$ cat src/rtl/pc_redirect_unit.sv
module pc_redirect_unit #(
  parameter int PAGE_W = 11,
  parameter int SPW    = 8
) (
  input  logic           clk,
  input  logic           rst_n,
  input  logic           start,
  input  logic [2:0]     op_kind,
  input  logic [15:0]    pc_cur,
  input  logic [15:0]    imm,
  input  logic [7:0]     acc,
  input  logic [15:0]    dptr,
  input  logic [SPW-1:0] sp_cur,
  input  logic           take,
  input  logic [7:0]     stk_rdata,
  output logic           busy,
  output logic           done,
  output logic [15:0]    pc_new,
  output logic [SPW-1:0] sp_new,
  output logic           stk_we,
  output logic           stk_re,
  output logic [SPW-1:0] stk_addr,
  output logic [7:0]     stk_wdata
);
  localparam logic [SPW-1:0] ONE = SPW'(1);
  localparam logic [SPW-1:0] TWO = SPW'(2);

  typedef enum logic [2:0] {S_IDLE, S_PUSH_LO, S_PUSH_HI, S_POP_HI, S_POP_LO, S_POP_END, S_FIN} st_t;

  st_t            st;
  logic [15:0]    ret_q, tgt_q, seq, tgt;
  logic [SPW-1:0] sp_q;
  logic [1:0]     len;

  always_comb begin
    case (op_kind)
      3'd0, 3'd1, 3'd4: len = 2'd2;
      3'd2, 3'd5:       len = 2'd3;
      default:          len = 2'd1;
    endcase
  end

  assign seq = pc_cur + {14'd0, len};

  always_comb begin
    case (op_kind)
      3'd0:       tgt = take ? seq + {{8{imm[7]}}, imm[7:0]} : seq;
      3'd1, 3'd4: tgt = {seq[15:PAGE_W], imm[PAGE_W-1:0]};
      3'd2, 3'd5: tgt = imm;
      3'd3:       tgt = dptr + {8'd0, acc};
      default:    tgt = seq;
    endcase
  end

  always_ff @(posedge clk) begin
    if (!rst_n) begin
      st    <= S_IDLE;
      ret_q <= '0;
      tgt_q <= '0;
      sp_q  <= '0;
    end else begin
      case (st)
        S_IDLE: if (start) begin
          ret_q <= seq;
          tgt_q <= tgt;
          sp_q  <= sp_cur;
          case (op_kind)
            3'd4, 3'd5: st <= S_PUSH_LO;
            3'd6, 3'd7: st <= S_POP_HI;
            default:    st <= S_FIN;
          endcase
        end
        S_PUSH_LO: st <= S_PUSH_HI;
        S_PUSH_HI: begin
          sp_q <= sp_q + TWO;
          st   <= S_FIN;
        end
        S_POP_HI: st <= S_POP_LO;
        S_POP_LO: begin
          tgt_q[15:8] <= stk_rdata;
          st          <= S_POP_END;
        end
        S_POP_END: begin
          tgt_q[7:0] <= stk_rdata;
          sp_q       <= sp_q - TWO;
          st         <= S_FIN;
        end
        default: st <= S_IDLE;
      endcase
    end
  end

  assign busy      = (st != S_IDLE);
  assign done      = (st == S_FIN);
  assign pc_new    = tgt_q;
  assign sp_new    = sp_q;
  assign stk_we    = (st == S_PUSH_LO) || (st == S_PUSH_HI);
  assign stk_re    = (st == S_POP_HI) || (st == S_POP_LO);
  assign stk_wdata = (st == S_PUSH_HI) ? ret_q[15:8] : ret_q[7:0];

  always_comb begin
    case (st)
      S_PUSH_LO: stk_addr = sp_q + ONE;
      S_PUSH_HI: stk_addr = sp_q + TWO;
      S_POP_HI:  stk_addr = sp_q;
      S_POP_LO:  stk_addr = sp_q - ONE;
      default:   stk_addr = '0;
    endcase
  end
endmodule

$ cat config.mk
export PLATFORM = sky130hd
export DESIGN_NAME = pc_redirect_unit
export DESIGN_NICKNAME = d
export VERILOG_FILES = /design/src/rtl/pc_redirect_unit.sv
export SDC_FILE = /design/constraint.sdc
export NUM_CORES = 1
export LEC_CHECK = 0
export ABC_AREA = 1
export BUFFER_PORTS_ARGS = -buffer_cell sky130_fd_sc_hd__buf_2
export CORE_AREA = 2 2 94 96
export CTS_BUF_LIST = sky130_fd_sc_hd__clkbuf_4 sky130_fd_sc_hd__clkbuf_8 sky130_fd_sc_hd__clkbuf_16
export DETAILED_ROUTE_END_ITERATION = 8
export DIE_AREA = 0 0 96 98
export GPL_TIMING_DRIVEN = 0
export PLACE_DENSITY_LB_ADDON = 0.08
export SETUP_SLACK_MARGIN = 0.5
export SYNTH_ARGS = -nofsm -noshare
export SYNTH_HDL_FRONTEND = slang
export SYNTH_SLANG_ARGS = --single-unit
$ cat constraint.sdc
create_clock -name clk -period 7.61 [get_ports clk]
set_input_delay 1.522 -clock clk [delete_from_list [all_inputs] [get_ports clk]]
set_output_delay 1.522 -clock clk [all_outputs]
set_load 0.05 [all_outputs]
-- After elaboration in Yosys (flattened, before gate mapping)
Index checks and enable logic that the tools add are counted.
- input bits: 79
- logic and storage cells: 57
- register bits: 43
- output and inout bits: 44
- add/sub/neg operators: 7
- reduce and logical (&&, ||, !) cells: 18
- muxes and demuxes: 13
- equal/unequal tests: 14
- operators by type and width (kind ; number):
    16-bit one-hot mux with 4 select lines ; 1
    16-bit two-way mux ; 2
    8-bit one-hot mux with 2 select lines ; 2
    8-bit one-hot mux with 4 select lines ; 1
    8-bit one-hot mux with 3 select lines ; 1
    3-bit equality test, second input constant ; 7
    16-bit adder ; 1
    16-bit by 2-bit adder with 16-bit output ; 1
    16-bit by 8-bit adder with 16-bit output ; 1
    8-bit two-way mux ; 2
    3-bit one-hot mux with 5 select lines ; 1
    3-bit by 2-bit equality test with 1-bit output, second input constant ; 4
    2-bit OR reduction ; 5
    8-bit by 1-bit adder with 8-bit output, second input constant ; 1
    8-bit by 2-bit adder with 8-bit output, second input constant ; 1
    2-bit AND reduction ; 4
    8-bit by 1-bit subtractor with 8-bit output, second input constant ; 1
    8-bit by 2-bit subtractor with 8-bit output, second input constant ; 1
    3-bit by 1-bit equality test with 1-bit output, second input constant ; 2
    3-bit logical NOT ; 2
    3-bit one-hot mux with 2 select lines ; 1
    3-bit nonzero test ; 2
    2-bit one-hot mux with 2 select lines ; 1
    2-bit nonzero test ; 2
    other kinds (4) ; 5

-- Logic depth before layout (Yosys ltp)
- depth in word-level cells: 9
- depth in mapped cells: 28

-- Least setup slack after synthesis
No wires, ideal clock.
- path kind: input-to-reg
- from: input port op_kind[2]
- to: register tgt_q[15] (netlist: pc_new[15])
- stages: 26
- arrival time: 4061 ps
- path slack: 3419 ps
- path buffers: 0
- cells stage by stage: a21oi_1 > inv_1 > ha_1 > inv_1 > fa_1 > nor2_1 > nand2_1 > nor3_2 > nand2_1 > inv_1 > nand2_1 > nand2_1 > inv_2 > ha_1 > nand2_1 > nor2_1 > and3_1 > nand2_1 > nand2_1 > nand2_1 > nand3_1 > nor2_1 > nor2_1 > nand3_1 > nand2_1 > a21oi_1
- longest elaborated chain between the ends: 9
- ends and longest elaborated chain (element ; line ; source):
    start, declared ; 8 ; input logic [2:0] op_kind,
    3-bit equality test (tied with other cells) ; 36 ; case (op_kind)
    3-bit OR reduction / 2-bit OR reduction (equally long branches) ; 36 ;
    2-bit one-hot mux with 2 select lines (*) ; 36 ;
    16-bit by 2-bit adder with 16-bit output (*) ; 43 ; assign seq = pc_cur + {14'd0, len};
    net seq[12] ; 31 ; logic [15:0] ret_q, tgt_q, seq, tgt;
    16-bit adder (*) ; 47 ; 3'd0: tgt = take ? seq + {{8{imm[7]}}, imm[7:0]} : seq;
    16-bit two-way mux (*) ; 47 ;
    16-bit one-hot mux with 4 select lines (*) ; 46 ; case (op_kind)
    16-bit two-way mux (*) ; 63 ; S_IDLE: if (start) begin
    8-bit one-hot mux with 2 select lines (*) ; 62 ; case (st)
    end signal, assigned ; 65 ; tgt_q <= tgt;
    end signal, assigned ; 80 ; tgt_q[15:8] <= stk_rdata;
    end, declared ; 31 ;
The timed path passes the listed nets; every way through them passes the cells marked *. The select of a mux whose other input is x is not followed.
A chain may end at the register's enable or synchronous reset.

-- Worst setup path in the final report
- from: input port op_kind[0]
- to: register tgt_q[10] (netlist: pc_new[10])
The elaborated chain is that of the path after synthesis.

==> results.py <==
metrics = {
    "clock_network": {
        "cts_root_buf": "clkbuf_8",
        "postCtsResizedCells": 0,
        "clkSinkCount": 43,
        "cts_buffers": 5,
        "cts_setup_buffers": 0,
        "cts_tree": "yes",
        "cts.path.max_buffers": 2,
        "cts.htree.levels": 2,
        "clk_latency_ns": 0.31,
        "cts.clk_slew.worst_paths_ns": 0.09,
        "cts_hold_buf": 0,
    },
    "run_status": {
        "outcome": "finished, final reports clean",
    },
    "sta": {
        "finalHoldViolCount": 0,
        "rsz0062_at_grt": "false",
        "min_period_over_period": 0.645,
        "skew_ns": 0.0168,
        "holdWs_ns": 0.467,
        "finalSetupViolations": 0,
        "worstMarginPinSlew_ns": 0.641,
        "fin_crit_ns": 4.91,
        "max_slew_margin": 0.571,
        "maxSlewViolCount": 0,
        "setup_ws_ns": 2.70,
        "timing.fmax_ghz": 0.204,
        "final.setup.tns_ns": 0,
    },
    "synthesis": {
        "synth_compound_area_frac": 0.222,
        "synthCells": 798,
        "async_reset_ff_frac": 0,
        "synth_nets": 917,
        "ys_types": 54,
        "synth_edf_count": 0,
        "avgSynthCellArea_um2": 6.01,
        "synth_top_family_by_area": "simple AND/OR/NAND/NOR gates",
        "yosys.area_share.simple": 0.362,
        "synthAdderAreaFrac": 0.111,
        "synthFlopType": "dfxtp_1",
        "yosysSeqAreaShare": 0.180,
        "synth-seq-cells": 43,
        "syn-cell-area_um2": 4790,
        "synthMuxAreaShare": 0,
        "synth_xor_area_frac": 0.0180,
        "ys_warn_count": 0,
    },
    "cells_and_area": {
        "fin_util": 0.668,
        "diodes": 0,
        "layout_common_cells": "nand2_1, buf_2, inv_1, a21oi_1, nor2_1",
        "layout_commonest_cell": "nand2_1",
        "finish.net_count": 1046,
        "syn_to_final_growth_pct": 17.9,
        "layout-drive-gt1-share": 0.212,
    },
    "placement": {
        "dp_hpwl_um": 12800,
        "io_buffers": 122,
        "place_ws_ns": 2.43,
        "place_congestion": 0.991,
    },
    "global_route": {
        "grt-ovfl-total": 0,
        "grt_pass1_wl_um": 24600,
        "grt_usage": 0.329,
        "grt_pass1_vias": 5276,
        "grt_max_degree": 15,
        "grt_antenna_before_repair": 0,
    },
    "floorplan": {
        "core_um2": 8470,
        "ioPinCount": 123,
        "die_area_um2": 9410,
        "die_x_um": 96,
        "rows": 34,
        "die_h_um": 98,
        "initial_core_util": 0.566,
    },
    "route": {
        "firstDrtPassIters": 5,
        "via_per_inst": 5.59,
        "detail-route-antenna-nets": 0,
        "drc": 0,
        "wirelength_um": 15600,
        "vias": 5787,
        "wl_per_cell_um": 15.0,
        "drt-initial-drc-count": 380,
    },
    "power": {
        "totalPowerFinal_mw": 1.86,
        "leakage_nw": 3.02,
        "ir_worst_vdd_v": 0.000148,
        "p_per_area_nw_per_um2": 329,
    },
    "hold_path": {
        "holdCritPathClass": "reg2reg",
    },
    "setup_path": {
        "crit_required_ns": 7.79,
        "end_kind": "register",
        "start_kind": "primary input",
        "crit_arrival_ns": 5.09,
        "critPathMaxFanout": 5,
        "path_class": "in2reg",
    },
    "run": {
        "maxCapViolations": 0,
    },
}
[path summary, 6_finish.rpt]
kind                                             from                 endpoint  slack [ns]  cells past startpoint
worst max register to register     st[2]$_SDFFE_PN0P_  pc_new[12]$_SDFFE_PN0P_        5.78                      8
worst min-delay path            ret_q[1]$_SDFFE_PN0P_    ret_q[1]$_SDFFE_PN0P_        0.47                      2
worst min register to register  ret_q[1]$_SDFFE_PN0P_    ret_q[1]$_SDFFE_PN0P_        0.47                      2
worst max-delay path                       op_kind[0]  pc_new[10]$_SDFFE_PN0P_        2.70                     21
[metrics by stage]
stage          std cells  cell area, um2
2_1_floorplan        798            4790
5_1_grt             1036            5650
3_5_place_dp        1028            5540
3_3_place_gp        1028            5540
6_report            1036            5650
4_1_cts             1036            5650
[metal layers]
| metal | vias up | global-route usage | part of all wire |
|---|---|---|---|
| met5 | - | 0 | 0 |
| met2 | 271 | 0.533 | 0.45 |
| li1 | 2901 | - | - |
| met4 | 0 | 0.103 | 0.033 |
| met3 | 42 | 0.0394 | 0.077 |
| met1 | 2573 | 0.454 | 0.44 |
[worst max-delay path, stage by stage]
cell and delay (ns):
buf_2 0.17, a21oi_1 0.10, inv_1 0.08, ha_1 0.18, inv_1 0.06, fa_1 0.43
nor2_1 0.13, nand2_1 0.08, nor3_2 0.14, nor2_1 0.06, nor2_1 0.41, ha_1 0.39
nand2_1 0.15, inv_1 0.05, a21oi_1 0.20, nand3_1 0.11, or2_2 0.28, nand3_1 0.10
nand3_1 0.11, o21ai_1 0.23, a21oi_1 0.09
[layout make-up]
| type | instances | area [um2] |
|---|---|---|
| inverter | 120 | 453 |
| buffer | 12 | 66.3 |
| fill | 866 | 2810 |
| timing repair buffer | 122 | 611 |
| tap | 108 | 135 |
| clock inverter | 3 | 43.8 |
| sequential | 43 | 861 |
| clock buffer | 5 | 68.8 |
| multi-input combinational | 623 | 3410 |
[Yosys cell counts (2+ instances only)]
cell type,n,share of area
o21ai_0,44,0.046
nor2_4,6,0.014
xor2_1,4,0.0073
nand3b_1,4,0.0063
o21ai_1,26,0.027
or2_1,2,0.0026
nor2_2,5,0.0065
nand2_2,9,0.012
o221ai_1,2,0.0037
inv_1,99,0.078
buf_4,3,0.0047
o21bai_1,5,0.0078
nand4_1,13,0.017
nand2_1,205,0.16
a21oi_2,3,0.0055
o22ai_1,2,0.0026
dfxtp_1,43,0.18
a41oi_1,2,0.0037
a31oi_1,7,0.0091
o211ai_1,6,0.0094
fa_1,4,0.017
nor2_1,71,0.056
buf_2,3,0.0031
a21o_1,3,0.0047
or2_2,5,0.0065
a21oi_1,74,0.077
o21a_1,2,0.0031
clkbuf_1,4,0.0031
ha_1,36,0.094
xnor2_1,4,0.0073
inv_2,20,0.016
nand3_1,57,0.060
nor3_1,4,0.0042
[power breakdown]
part	internal (mW)	total, mW	switching, mW
logic	0.348	1.29	0.942
registers	0.308	0.384	0.0760
clock network	0.0978	0.183	0.0854
[state kept, by name, indices dropped and copies added, names as in the netlist]
signal  count
pc_new     16
sp_new      8
st          3
ret_q      16
[cell families after synthesis]
| kind of cell | after synthesis |
|---|---|
| and+or+nand+nor | 388 |
| AOI/OAI and AO/OA | 186 |
| buffers and inverters | 132 |
| DFF | 43 |
| adders and majority gates | 40 |
| xor gates and xnor gates | 9 |
Note: power is estimated with default switching activity, not from simulation.
